### config.mk
export PLATFORM = sky130hd
export DESIGN_NAME = mgr_cmd_port
export DESIGN_NICKNAME = d
export VERILOG_FILES = /design/src/rtl/mgr_pkg.sv /design/src/rtl/mgr_sync.sv /design/src/rtl/mgr_init_seq.sv /design/src/rtl/mgr_cmd_collect.sv /design/src/rtl/mgr_cmd_port.sv
export SDC_FILE = /design/constraint.sdc
export NUM_CORES = 1
export LEC_CHECK = 0
export ABC_AREA = 1
export CAP_MARGIN = 20
export CELL_PAD_IN_SITES_DETAIL_PLACEMENT = 0
export CELL_PAD_IN_SITES_GLOBAL_PLACEMENT = 1
export CORE_MARGIN = 8
export CORE_UTILIZATION = 40
export CTS_BUF_LIST = sky130_fd_sc_hd__clkbuf_8
export DETAILED_ROUTE_END_ITERATION = 10
export PLACE_DENSITY_LB_ADDON = 0.05
export SLEW_MARGIN = 10
export SYNTH_ARGS = -nofsm -noshare
export SYNTH_HDL_FRONTEND = slang
export SYNTH_HIERARCHICAL = 1
export SYNTH_SLANG_ARGS = --single-unit
### constraint.sdc
create_clock -name clk -period 3.1 [get_ports clk]
set_clock_uncertainty 0.2 [all_clocks]
set_input_delay 0.93 -clock clk [delete_from_list [all_inputs] [get_ports clk]]
set_output_delay 0.93 -clock clk [all_outputs]
set_load 0.02 [all_outputs]
### src/rtl/mgr_pkg.sv
package mgr_pkg;

  typedef enum logic [7:0] {
    OP_SLINK  = 8'h03,
    OP_STATUS = 8'h07,
    OP_SWCFG  = 8'h08,
    OP_SETUP  = 8'h09,
    OP_INIT   = 8'h0A,
    OP_SELECT = 8'h0B,
    OP_START  = 8'h0C,
    OP_CBR    = 8'h0D,
    OP_PARAM  = 8'h0E
  } op_e;

  localparam int ST_ACK  = 7;
  localparam int ST_INIT = 6;
  localparam int ST_REJ  = 5;
  localparam int ST_BUSY = 4;

  function automatic logic op_known(input logic [7:0] c);
    case (c)
      OP_SLINK, OP_STATUS, OP_SWCFG, OP_SETUP, OP_INIT,
      OP_SELECT, OP_START, OP_CBR, OP_PARAM: op_known = 1'b1;
      default: op_known = 1'b0;
    endcase
  endfunction

  function automatic logic op_has_addr(input logic [7:0] c);
    case (c)
      OP_SLINK, OP_SETUP, OP_CBR: op_has_addr = 1'b1;
      default: op_has_addr = 1'b0;
    endcase
  endfunction

  function automatic logic [2:0] op_data_bytes(input logic [7:0] c);
    case (c)
      OP_SLINK:  op_data_bytes = 3'd2;
      OP_SWCFG:  op_data_bytes = 3'd2;
      OP_SETUP:  op_data_bytes = 3'd4;
      OP_INIT:   op_data_bytes = 3'd2;
      OP_SELECT: op_data_bytes = 3'd1;
      OP_CBR:    op_data_bytes = 3'd2;
      OP_PARAM:  op_data_bytes = 3'd3;
      default:   op_data_bytes = 3'd0;
    endcase
  endfunction

endpackage

### src/rtl/mgr_sync.sv
module mgr_sync #(
  parameter int W = 1,
  parameter int STAGES = 2,
  parameter logic [W-1:0] RST_VAL = '0
) (
  input  logic         clk,
  input  logic         rst,
  input  logic [W-1:0] d,
  output logic [W-1:0] q
);
  logic [W-1:0] stage [STAGES];

  genvar g;
  generate
    for (g = 0; g < STAGES; g++) begin : g_stage
      if (g == 0) begin : g_first
        always_ff @(posedge clk or posedge rst) begin
          if (rst) stage[0] <= RST_VAL;
          else     stage[0] <= d;
        end
      end else begin : g_next
        always_ff @(posedge clk or posedge rst) begin
          if (rst) stage[g] <= RST_VAL;
          else     stage[g] <= stage[g-1];
        end
      end
    end
  endgenerate

  assign q = stage[STAGES-1];
endmodule

### src/rtl/mgr_init_seq.sv
module mgr_init_seq #(
  parameter int INIT_CYCLES = 8191
) (
  input  logic clk,
  input  logic rst,
  input  logic start_fire,
  output logic init_done,
  output logic rst_out
);
  localparam int CNT_W = $clog2(INIT_CYCLES + 1);
  localparam logic [CNT_W-1:0] LAST = CNT_W'(INIT_CYCLES - 1);

  logic [CNT_W-1:0] cnt;

  always_ff @(posedge clk or posedge rst) begin
    if (rst) begin
      cnt       <= '0;
      init_done <= 1'b0;
    end else if (!init_done) begin
      if (cnt == LAST) init_done <= 1'b1;
      else             cnt <= cnt + 1'b1;
    end
  end

  always_ff @(posedge clk or posedge rst) begin
    if (rst)             rst_out <= 1'b1;
    else if (start_fire) rst_out <= 1'b0;
  end

  AST_RSTOUT_HOLD: assert property (@(posedge clk) disable iff (rst)
    rst_out && !start_fire |=> rst_out);
  AST_RSTOUT_STAYS_LOW: assert property (@(posedge clk) disable iff (rst)
    !rst_out |=> !rst_out);
  AST_INIT_STICKY: assert property (@(posedge clk) disable iff (rst)
    init_done |=> init_done);
endmodule

### src/rtl/mgr_cmd_collect.sv
module mgr_cmd_collect
  import mgr_pkg::*;
#(
  parameter int MAX_DATA = 4
) (
  input  logic                        clk,
  input  logic                        rst,
  input  logic                        enable,
  input  logic                        wr_evt,
  input  logic                        wr_sel,
  input  logic [7:0]                  wr_byte,
  input  logic                        cmd_ready,
  output logic                        cmd_valid,
  output logic [7:0]                  cmd_code,
  output logic [15:0]                 cmd_addr,
  output logic [MAX_DATA*8-1:0]       cmd_data,
  output logic [$clog2(MAX_DATA+1)-1:0] cmd_nbytes,
  output logic                        ack,
  output logic                        reject,
  output logic                        busy,
  output logic [$clog2(MAX_DATA+3)-1:0] remaining
);
  localparam int POS_W = $clog2(MAX_DATA + 3);
  localparam int NB_W  = $clog2(MAX_DATA + 1);

  typedef enum logic [1:0] {S_IDLE, S_COLLECT, S_ISSUE} state_e;

  state_e           state;
  logic [POS_W-1:0] pos;
  logic [POS_W-1:0] total;
  logic             has_addr_r;
  logic [POS_W-1:0] dpos;
  logic             xfer;
  logic [2:0]       new_len;
  logic [POS_W-1:0] new_total;

  assign new_len   = op_data_bytes(wr_byte);
  assign new_total = POS_W'(new_len) + (op_has_addr(wr_byte) ? POS_W'(2) : POS_W'(0));
  assign dpos      = pos - (has_addr_r ? POS_W'(2) : POS_W'(0));
  assign cmd_valid = (state == S_ISSUE);
  assign xfer      = cmd_valid && cmd_ready;
  assign busy      = (state == S_COLLECT);
  assign remaining = busy ? (total - pos) : '0;

  always_ff @(posedge clk or posedge rst) begin
    if (rst) begin
      state      <= S_IDLE;
      pos        <= '0;
      total      <= '0;
      has_addr_r <= 1'b0;
      cmd_code   <= '0;
      cmd_addr   <= '0;
      cmd_data   <= '0;
      cmd_nbytes <= '0;
      ack        <= 1'b0;
      reject     <= 1'b0;
    end else begin
      case (state)
        S_ISSUE: begin
          if (cmd_ready) begin
            state <= S_IDLE;
            ack   <= 1'b1;
          end
        end
        default: begin
          if (enable && wr_evt && !wr_sel) begin
            ack <= 1'b0;
            if (op_known(wr_byte)) begin
              reject     <= 1'b0;
              cmd_code   <= wr_byte;
              cmd_addr   <= '0;
              cmd_data   <= '0;
              cmd_nbytes <= NB_W'(new_len);
              has_addr_r <= op_has_addr(wr_byte);
              total      <= new_total;
              pos        <= '0;
              state      <= (new_total == '0) ? S_ISSUE : S_COLLECT;
            end else begin
              reject <= 1'b1;
              state  <= S_IDLE;
            end
          end else if (enable && wr_evt && wr_sel && state == S_COLLECT) begin
            if (has_addr_r && pos == '0) begin
              cmd_addr[15:8] <= wr_byte;
            end else if (has_addr_r && pos == POS_W'(1)) begin
              cmd_addr[7:0] <= wr_byte;
            end else begin
              for (int k = 0; k < MAX_DATA; k++) begin
                if (dpos == POS_W'(k)) cmd_data[k*8 +: 8] <= wr_byte;
              end
            end
            pos <= pos + 1'b1;
            if (pos == total - 1'b1) state <= S_ISSUE;
          end
        end
      endcase
    end
  end

  AST_VALID_HOLD: assert property (@(posedge clk) disable iff (rst)
    cmd_valid && !cmd_ready |=> cmd_valid && $stable(cmd_code) && $stable(cmd_addr)
                                && $stable(cmd_data) && $stable(cmd_nbytes));
  AST_ACK_AFTER_XFER: assert property (@(posedge clk) disable iff (rst)
    xfer |=> ack && !cmd_valid);
  AST_NO_CMD_BEFORE_INIT: assert property (@(posedge clk) disable iff (rst)
    !enable |-> !cmd_valid && !busy);
  AST_REJECT_QUIET: assert property (@(posedge clk) disable iff (rst)
    reject |-> !cmd_valid && !ack);
  AST_KNOWN_ISSUED: assert property (@(posedge clk) disable iff (rst)
    cmd_valid |-> op_known(cmd_code));
  AST_ACK_LOW_PENDING: assert property (@(posedge clk) disable iff (rst)
    (cmd_valid || busy) |-> !ack);
endmodule

### src/rtl/mgr_cmd_port.sv
module mgr_cmd_port
  import mgr_pkg::*;
#(
  parameter int INIT_CYCLES = 8191,
  parameter int SYNC_STAGES = 2,
  parameter int MAX_DATA    = 4
) (
  input  logic                          clk,
  input  logic                          rst_in,
  input  logic                          hst_strb,
  input  logic                          hst_sel,
  input  logic                          hst_rnw,
  input  logic [7:0]                    hst_din,
  output logic [7:0]                    hst_dout,
  output logic                          hst_oe,
  output logic                          cmd_valid,
  input  logic                          cmd_ready,
  output logic [7:0]                    cmd_code,
  output logic [15:0]                   cmd_addr,
  output logic [MAX_DATA*8-1:0]         cmd_data,
  output logic [$clog2(MAX_DATA+1)-1:0] cmd_nbytes,
  output logic                          rst_out
);
  localparam int POS_W  = $clog2(MAX_DATA + 3);
  localparam int SYNC_W = 11;

  logic [SYNC_W-1:0] s_bus;
  logic              s_strb, s_sel, s_rnw, strb_prev;
  logic [7:0]        s_din;
  logic              wr_evt;
  logic              init_done, ack, reject, busy, start_fire;
  logic [POS_W-1:0]  remaining;
  logic [7:0]        status;

  mgr_sync #(.W(SYNC_W), .STAGES(SYNC_STAGES), .RST_VAL(11'b101_0000_0000)) i_sync (
    .clk (clk),
    .rst (rst_in),
    .d   ({hst_strb, hst_sel, hst_rnw, hst_din}),
    .q   (s_bus)
  );

  assign {s_strb, s_sel, s_rnw, s_din} = s_bus;

  always_ff @(posedge clk or posedge rst_in) begin
    if (rst_in) strb_prev <= 1'b1;
    else        strb_prev <= s_strb;
  end

  assign wr_evt = s_strb && !strb_prev && !s_rnw;

  mgr_cmd_collect #(.MAX_DATA(MAX_DATA)) i_collect (
    .clk        (clk),
    .rst        (rst_in),
    .enable     (init_done),
    .wr_evt     (wr_evt),
    .wr_sel     (s_sel),
    .wr_byte    (s_din),
    .cmd_ready  (cmd_ready),
    .cmd_valid  (cmd_valid),
    .cmd_code   (cmd_code),
    .cmd_addr   (cmd_addr),
    .cmd_data   (cmd_data),
    .cmd_nbytes (cmd_nbytes),
    .ack        (ack),
    .reject     (reject),
    .busy       (busy),
    .remaining  (remaining)
  );

  assign start_fire = cmd_valid && cmd_ready && (cmd_code == OP_START);

  mgr_init_seq #(.INIT_CYCLES(INIT_CYCLES)) i_init (
    .clk        (clk),
    .rst        (rst_in),
    .start_fire (start_fire),
    .init_done  (init_done),
    .rst_out    (rst_out)
  );

  always_comb begin
    status          = '0;
    status[ST_ACK]  = ack;
    status[ST_INIT] = init_done;
    status[ST_REJ]  = reject;
    status[ST_BUSY] = busy;
  end

  assign hst_oe   = hst_rnw && !hst_strb;
  assign hst_dout = hst_sel ? 8'(remaining) : status;

  AST_ONE_FLAG: assert property (@(posedge clk) disable iff (rst_in)
    $countones({ack, reject, busy, cmd_valid}) <= 1);
  AST_WRITE_NEEDS_EDGE: assert property (@(posedge clk) disable iff (rst_in)
    wr_evt |-> $rose(s_strb));
endmodule

* Word level (Yosys, flattened, before mapping)
Memory sizes are Yosys's and may differ from the RTL's.
Cells that the tools add are included.
** Operators by class
- Add/subtract/negate cells :: 6
- Equality and inequality tests :: 20
- Mux-type cells :: 40
- Bitwise gates (word level) :: 3
- Reduce and logical (&&, ||, !) cells :: 43
** Operators by type and width (count)
- $mux W32 :: 5
- $mux W8 :: 8
- $eq A8 B4 Y1 const B :: 7
- $mux W16 :: 3
- $reduce_and A6 Y1 :: 4
- $mux W2 :: 9
- $reduce_bool A2 Y1 :: 8
- $add A13 B1 Y13 const B :: 1
- $eq A13 B13 Y1 const B :: 1
- $mux W3 :: 4
- $pmux W3 S4 :: 1
- $logic_and A1 B1 Y1 :: 11
- $mux W1 :: 10
- $logic_not A3 Y1 :: 3
- $reduce_and A3 Y1 :: 3
- $eq A8 B2 Y1 const B :: 1
- $eq A3 B1 Y1 const B :: 2
- $eq A3 B2 Y1 const B :: 2
- $reduce_and A2 Y1 :: 3
- $reduce_bool A3 Y1 :: 2
- $sub A3 B3 Y3 :: 2
- $reduce_and A5 Y1 :: 1
- $logic_not A1 Y1 :: 4
- $logic_not A4 Y1 :: 1
- other kinds (12) :: 16
** Word-level totals
- Bits in registers :: 108
- Bits in read-only memories :: 16
- Output and inout bits :: 70
- Logic and storage cells :: 133
- Memories kept :: 1
** Memory list
- (no name shown) :: words 16, width 1, rd ports 1, clocked after Yosys merged registers in 0, wr ports 0, line mgr_pkg.sv:21 : case (c)

* Depth between registers and ports, before layout
Gate-level depths: netlist of the first run.
- Word-level depth :: 10
- Depth in mapped cells :: 14
- Depth with buffers taken out :: 13

* By module
Netlist of the first run, hierarchy kept.
** Modules (own cells, without submodules)
- mgr_cmd_collect :: instances 1, cells an instance 384, area each 3464.6 um^2, sequential area each 1726.7 um^2
- mgr_init_seq :: instances 1, cells an instance 115, area each 887.1 um^2, sequential area each 376.6 um^2
- mgr_sync :: instances 1, cells an instance 34, area each 641.9 um^2, sequential area each 555.5 um^2
- mgr_cmd_port :: instances 1, cells an instance 31, area each 147.6 um^2, sequential area each 26.3 um^2

* Worst setup path after synthesis of the first run
Ideal clock, no wire load.
- Kind :: flip-flop to output port
- Start point :: reg i_collect.pos[0]
- End point :: out hst_dout[2]
- Data arrival time :: 1425 ps
- Required time :: 1970 ps
- Slack :: 545 ps
- Stages on the path, launching flop included :: 7
- Path through :: dfrtp_1 -> ha_1 -> fa_1 -> xor2_1 -> nor2_1 -> nand2_1 -> inv_1
** On the way
- Longest elaborated chain between the ends :: 3
** Ends and longest elaborated chain
- from (decl) :: line mgr_cmd_collect.sv:29 : logic [POS_W-1:0] pos;
- from (signal assigned) :: line mgr_cmd_collect.sv:92 : pos <= pos + 1'b1;
- $sub A3 B3 Y3 :: line mgr_cmd_collect.sv:43 : assign remaining = busy ? (total - pos) : '0;
- $mux W3 :: line mgr_cmd_collect.sv:43
- named net remaining[2] :: line mgr_cmd_port.sv:32 : logic [POS_W-1:0] remaining;
- $mux W8 :: line mgr_cmd_port.sv:89 : assign hst_dout = hst_sel ? 8'(remaining) : status;
- to (decl) :: line mgr_cmd_port.sv:14 : output logic [7:0] hst_dout,
The timed path passes the listed nets, and every way through them passes these cells.

* Final worst setup path of the first run
- Start point :: in hst_sel
- End point :: out hst_dout[7]
** On the way
- Longest elaborated chain between the ends :: 1
** Ends and longest elaborated chain
- from (decl) :: line mgr_cmd_port.sv:11 : input logic hst_sel,
- $mux W8 :: line mgr_cmd_port.sv:89
No other way between the ends.

==> run metrics, run 1 <==
CP cell instances=clkdlybuf4s15_2 -> nor2_1 -> clkdlybuf4s50_1; global-route wire length before repair=19.1 mm; die area=16700 µm²; CTS tree=done; CTS max path bufs=2; RR Startpoint=i_sync/q[10]$_DFF_PP1_; post-layout util=49.6%; Synth Flop Type=dfrtp_1; Post-Syn Nets=588; FF+latch count, synth=107; Die H=129 µm; FFs w/ async S/R, synth=100%; Placer Congestion=0.779; hold buffers post-CTS=0; routed len/inst=14.3 µm; Int Power=1.86 mW; final WL=11.7 mm; Power Density=386 nW/µm²; worst reg2reg setup slack=0.39 ns; combinational fraction of design power=4.5%; IO buf count=82; H-tree Lvls=3; Synth Cell Area=5140 µm²; Post-DRT Antenna Nets=0; Initial Utilization=40.9%; final hold viol count=0; Worst EP required=1.97 ns; Max Clock Freq=329 MHz; status=complete, no violations; list of most frequent post-synthesis cells=187 x nand2_1, 101 x dfrtp_1, 49 x inv_1; # IOs=84; Final Slew Violations=0; final net count=666; Syn-to-layout area delta=21.3%; Synth warnings=6; reg2reg path depth=9; HPWL Detailed=8.80 mm; cell taking the most area after synthesis=dfrtp_1; initial antenna violation count=0; worst hold path depth=0; fin crit period=3.04 ns; share of post-route cells with drive strength above 1=16.1%; worst hold path class=flop to flop; DR pass1 iterations=4; residual DRC count=0; initial drt markers=223; CP max stage delay=0.61 ns; hold path start=i_sync/stage[18]$_DFF_PP0_; Hold Crit Endpoint=i_sync/q[7]$_DFF_PP0_; Global Route Usage Sum=14.6%; GRT overflow=0; max cap viols=0; clk root buf=clkbuf_8; critical path's slowest cell=clkdlybuf4s50_1; CP Launch Type=primary input; CP arrival=1.91 ns; Critical Path Sink Type=primary output; number of enable flip-flop cells after synthesis=0; switching share of power=22.7%; Die W=129 µm; Critical R2R Capture=i_collect/cmd_data[25]$_DFFE_PP0P_; worst-case vdd ir drop=213 µV; vias in the first global route=3735; sw power=0.546 mW; Final setup viols=0; WS Path Type=primary input to primary output; Clock Latency Late Sink=0.37 ns; Core Area=12600 µm²; CTS buffer count=9; period utilisation layout=98.0%; area share of the largest cell type after synthesis=49.2%; Vias=3799; post-synthesis sequential area ratio=52.2%; top-count cell post-synth=nand2_1; leak pwr=3.05 nW; num rows=41; worst slew pin tran=0.612 ns; clock share of power=36.5%; largest net degree at the start of global routing=41; Synth Instances=564; synth top area cells=dfrtp_1 49%, nand2_1 14%, o21ai_2 4.9%; count of unique library cells instantiated by Yosys=32; Synth Area per Inst=9.12 µm²; vias per cell=4.64; CTS sink count=107; CTS clk-pin slew, worst paths=0.09 ns; RSZ-0062 raised after global routing=no; sequential power share=59.0%; ANT cells=0; crit path max fanout=8; worst hold margin=0.154 ns; Slew headroom=59.1%
flip-flops by register name (all words and copies together) (netlist names):
name,count
i_sync/stage,11
i_collect/reject,1
i_collect/has_addr_r,1
i_init/rst_out,1
i_collect/pos,3
i_collect/state,2
i_collect/ack,1
i_collect/total,2
i_init/cnt,13
i_collect/cmd_code,8
strb_prev,1
i_collect/cmd_addr,16
i_sync/q,11
i_collect/cmd_data,32
i_init/init_done,1
i_collect/cmd_nbytes,3
cells by family after synthesis:
logic type / after synthesis / share of synthesized area [%]
flip-flops: 107 / 52.2
buffers and inverters: 88 / 9.10
adder cells (fa/ha/maj): 10 / 2.58
XOR/XNOR: 7 / 1.19
other: 1 / 0.0729
AND/OR/NAND/NOR: 301 / 27.4
AO/OA/AOI/OAI: 50 / 7.42
cells in the final DEF, fill, tap and decap left out, drive strengths merged, types with 9 or more instances in the layout:
cell	n
inv	67
o21ai	50
nand3	23
ha	9
dfrtp	101
nand2	197
clkdlybuf4s50	76
buf	11
nor2	52
clkbuf	11
nand4	23
layout make-up:
class / count / area, µm²
clock inverters: 5 / 53.8
fillers: 1229 / 6330
clock buffers: 11 / 151
inverters: 64 / 245
repair buffers: 91 / 895
multi-input cells: 369 / 1990
well taps: 172 / 215
flip-flops and latches: 107 / 2690
how the worst max path moves through the flow:
| stage | from | to | slack, ns | cells after the start |
|---|---|---|---|---|
| after floorplan | rst_in | i_collect/ack$_DFFE_PP0P_ | 0.23 | 1 |
| after global placement | hst_sel | hst_dout[2] | -0.29 | 4 |
| after detailed placement | hst_sel | hst_dout[2] | -0.33 | 4 |
| after CTS | i_collect/cmd_nbytes[0]$_DFFE_PP0P_ | hst_dout[2] | 0.01 | 8 |
| after global routing | hst_sel | hst_dout[7] | 0.002 | 3 |
| final | hst_sel | hst_dout[7] | 0.06 | 3 |
stage by stage:
stage / instance area [µm²] / cells / power [mW] / setup TNS [ns] / worst slack, ns
3_5_place_dp: 6030 / 802 / 1.56 / -2.21 / -0.326
6_report: 6240 / 819 / 2.41 / 0 / 0.0608
3_3_place_gp: 6030 / 802 / 1.56 / -1.94 / -0.286
5_1_grt: 6240 / 819 / 2.52 / 0 / 0.00202
2_1_floorplan: 5140 / 564 / 1.51 / 0 / 0.230
4_1_cts: 6220 / 818 / 2.46 / 0 / 0.0108
power by group through the flow:
stage | registers [mW] | clock network (mW) | logic, mW
3_5_place_dp | 1.45 | 0 | 0.112
5_1_grt | 1.42 | 0.974 | 0.121
6_report | 1.42 | 0.880 | 0.108
3_3_place_gp | 1.45 | 0 | 0.111
4_1_cts | 1.42 | 0.924 | 0.112
2_1_floorplan | 1.44 | 0 | 0.0697
worst max-delay path: cells and delay by family:
| kind | cells | cell delay (ns) |
|---|---|---|
| simple gates | 1 | 0.12 |
| buf+inv | 2 | 0.85 |
repair_timing:
item,4_1_cts,5_1_grt
endpoints found under the hold margin,0,0
gates resized for setup,13,3
buffers inserted,0,1
endpoints found under the setup margin,8,2
metal layers:
metal	wire length (µm)	vias to the layer above	track usage (%)	part of all wire, %
met1	5260	1786	18.1	45
li1	-	1921	-	-
met5	0	-	0	0
met2	5560	78	24.0	48
met4	191	0	5.60	1.6
met3	680	14	3.66	5.8
Note: power is estimated with default switching activity, not from simulation.
==> inputs of run 2 (changes only) <==
==> constraint.sdc (replaced) <==
create_clock -name clk -period 3.1 [get_ports clk]
set_clock_uncertainty 0.2 [all_clocks]
set_input_delay 0.62 -clock clk [delete_from_list [all_inputs] [get_ports clk]]
set_output_delay 0.62 -clock clk [all_outputs]
set_load 0.02 [all_outputs]
==> run metrics, run 2 (synthesis gave the netlist of run 1 again) <==
Sum Neg Setup Slack=0 ns (unchanged); met2 Track Usage GR=23.9% (-0.031 points); Top Registers=i_collect/cmd_data x32, i_collect/cmd_addr x16, i_init/cnt x13; busiest grt layer=met2; Post-DRT Antenna Nets=0 (unchanged); CTS max path bufs=2 (unchanged); global-route wire length before repair=19.0 mm (-0.36%); routed len/inst=14.3 µm (about the same); num rows=41 (unchanged); Core Area=12600 µm² (unchanged); worst hold path depth=0 (unchanged); HPWL Detailed=8.80 mm (about the same); max FFs per register=32 (unchanged); Worst EP required=2.28 ns (+0.31 ns); RSZ-0062 raised after global routing=no; Placer Congestion=0.803 (+3.1%); register area=2690 µm² (unchanged); fin crit period=2.93 ns (-0.114 ns); residual DRC count=0 (unchanged); register bank with the most flops=i_collect/cmd_data; Global Route Usage Sum=14.6% (about the same); CTS clk-pin slew, worst paths=0.11 ns (+0.02 ns); commonest non-fill, non-tap cell in the layout=nand2_1; Final setup viols=0 (unchanged); vias in the first global route=3637 (-2.6%); DR pass1 iterations=4 (unchanged); IO buf count=82 (unchanged); fin cells=814 (-0.61%); Die W=129 µm (unchanged); Clock Latency Late Sink=0.38 ns (about the same); Final Slew Violations=0 (unchanged); die area=16700 µm² (unchanged); commonest cells after routing, fill and taps aside=187 x nand2_1, 101 x dfrtp_1, 80 x clkdlybuf4s50_1; leak pwr=2.98 nW (-2.2%); worst-case vdd ir drop=274 µV (+29%); worst hold path class=flop to flop; Multi-input gate area=1990 µm² (-0.13%); period utilisation layout=94.4% (-3.7 points); final hold viol count=0 (unchanged); final net count=661 (-0.75%); crit path max fanout=3 (-5); ANT cells=0 (unchanged); GRT overflow=0 (unchanged); GR Util met1=18.3% (+0.27 points); CTS buffer count=9 (unchanged); post-CTS setup buffer count=0 (unchanged); CTS sink count=107 (unchanged); Power Density=378 nW/µm² (-2.0%); WS Path Type=flop to primary output; CTS tree=done; share of post-route cells with drive strength above 1=15.0% (-1.1 points); H-tree Lvls=3 (unchanged); Die H=129 µm (unchanged); max cap viols=0 (unchanged); met3 global-route usage=3.37% (-0.29 points); clk root buf=clkbuf_8; # IOs=84 (unchanged); status=complete, no violations; Placed Cells=798 (-0.50%); largest net degree at the start of global routing=47 (+15%); Initial Utilization=40.9% (unchanged); reg2reg path depth=10 (+1); Slew headroom=46.2% (-13 points); Max Clock Freq=342 MHz (+3.9%); Critical Path Sink Type=primary output; initial drt markers=172 (-23%); CP Launch Type=flop; Vias=3724 (-2.0%); CP arrival=2.11 ns (+0.20 ns); Syn-to-layout area delta=20.1%; final WL=11.6 mm (-0.56%); initial antenna violation count=0 (unchanged); fill count=1236 (+0.57%); worst slew pin tran=0.806 ns (+0.193 ns); vias per cell=4.57 (-1.4%)
[run 2: changes by cell type in the layout (fill, tap and decap cells not counted), sizes merged]
cell,before,now
clkinvlp,1,3
clkdlybuf4s15,1,0
inv,67,66
clkinv,0,1
bufinv,1,0
dlymetal6s2s,1,0
clkbuf,11,10
buf,11,4
clkdlybuf4s50,76,80
[run 2: per-stage QoR]
| stage | setup WS (ns) | utilization [%] | hold slack (ns) | instance area (µm²) | power (mW) |
|---|---|---|---|---|---|
| final | 0.175 | 49.1 | 0.155 | 6170 | 2.34 |
| after global routing | 0.0805 | 49.1 | 0.164 | 6170 | 2.43 |
| after CTS | 0.145 | 49.1 | 0.158 | 6170 | 2.37 |
| after detailed placement | 0.307 | 47.7 | 0.135 | 6000 | 1.55 |
| after global placement | 0.328 | 47.7 | 0.134 | 6000 | 1.55 |
| after floorplan | 0.540 | - | 0.131 | 5140 | 1.51 |
[run 2: final timing paths]
path / start / endpoint / slack, ns
max: i_collect/cmd_nbytes[0]$_DFFE_PP0P_ / hst_dout[2] / 0.17
min: i_sync/stage[13]$_DFF_PP0_ / i_sync/q[2]$_DFF_PP0_ / 0.16
max reg2reg: i_sync/q[10]$_DFF_PP1_ / i_collect/cmd_addr[4]$_DFFE_PP0P_ / 0.66
min reg2reg: i_sync/stage[13]$_DFF_PP0_ / i_sync/q[2]$_DFF_PP0_ / 0.16
max in group asynchronous: rst_in / i_collect/cmd_data[1]$_DFFE_PP0P_ / 1.56
min in group asynchronous: rst_in / strb_prev$_DFF_PP1_ / 0.43
[run 2: repair_timing]
item / in CTS / in global routing
endpoints found under the setup margin: 2 / 0
gates resized for setup: 2 / 0
hold buffers: 0 / 0
[run 2: area by class of cell]
cell class                 count  area share [%]
multi-input combinational    369            32.2
clock buffer                  10            2.23
inverter                      64            3.97
clock inverter                 6           0.689
timing repair buffer          86            13.9
sequential                   107            43.5
tap                          172            3.49
[run 2: routing by layer]
metal / routed length [µm] / share of wire, %
met3: 545 / 4.7
met4: 184 / 1.6
met5: 0 / 0
met1: 5440 / 47
met2: 5470 / 47
[run 2: power breakdown]
group	leakage (nW)	switching, mW	internal (mW)
Combinational	1.48	0.0722	0.0301
Clock	0.0876	0.497	0.316
Sequential	1.41	0.00726	1.41
[run 2: critical path, cell delays in order (launching register included)]
cell and delay, ns:
dfrtp_1 0.36, inv_1 0.07, ha_1 0.21, fa_1 0.37, xor2_1 0.17, nor2_1 0.09
nand2_1 0.06, inv_1 0.05, dlygate4sd2_1 0.33
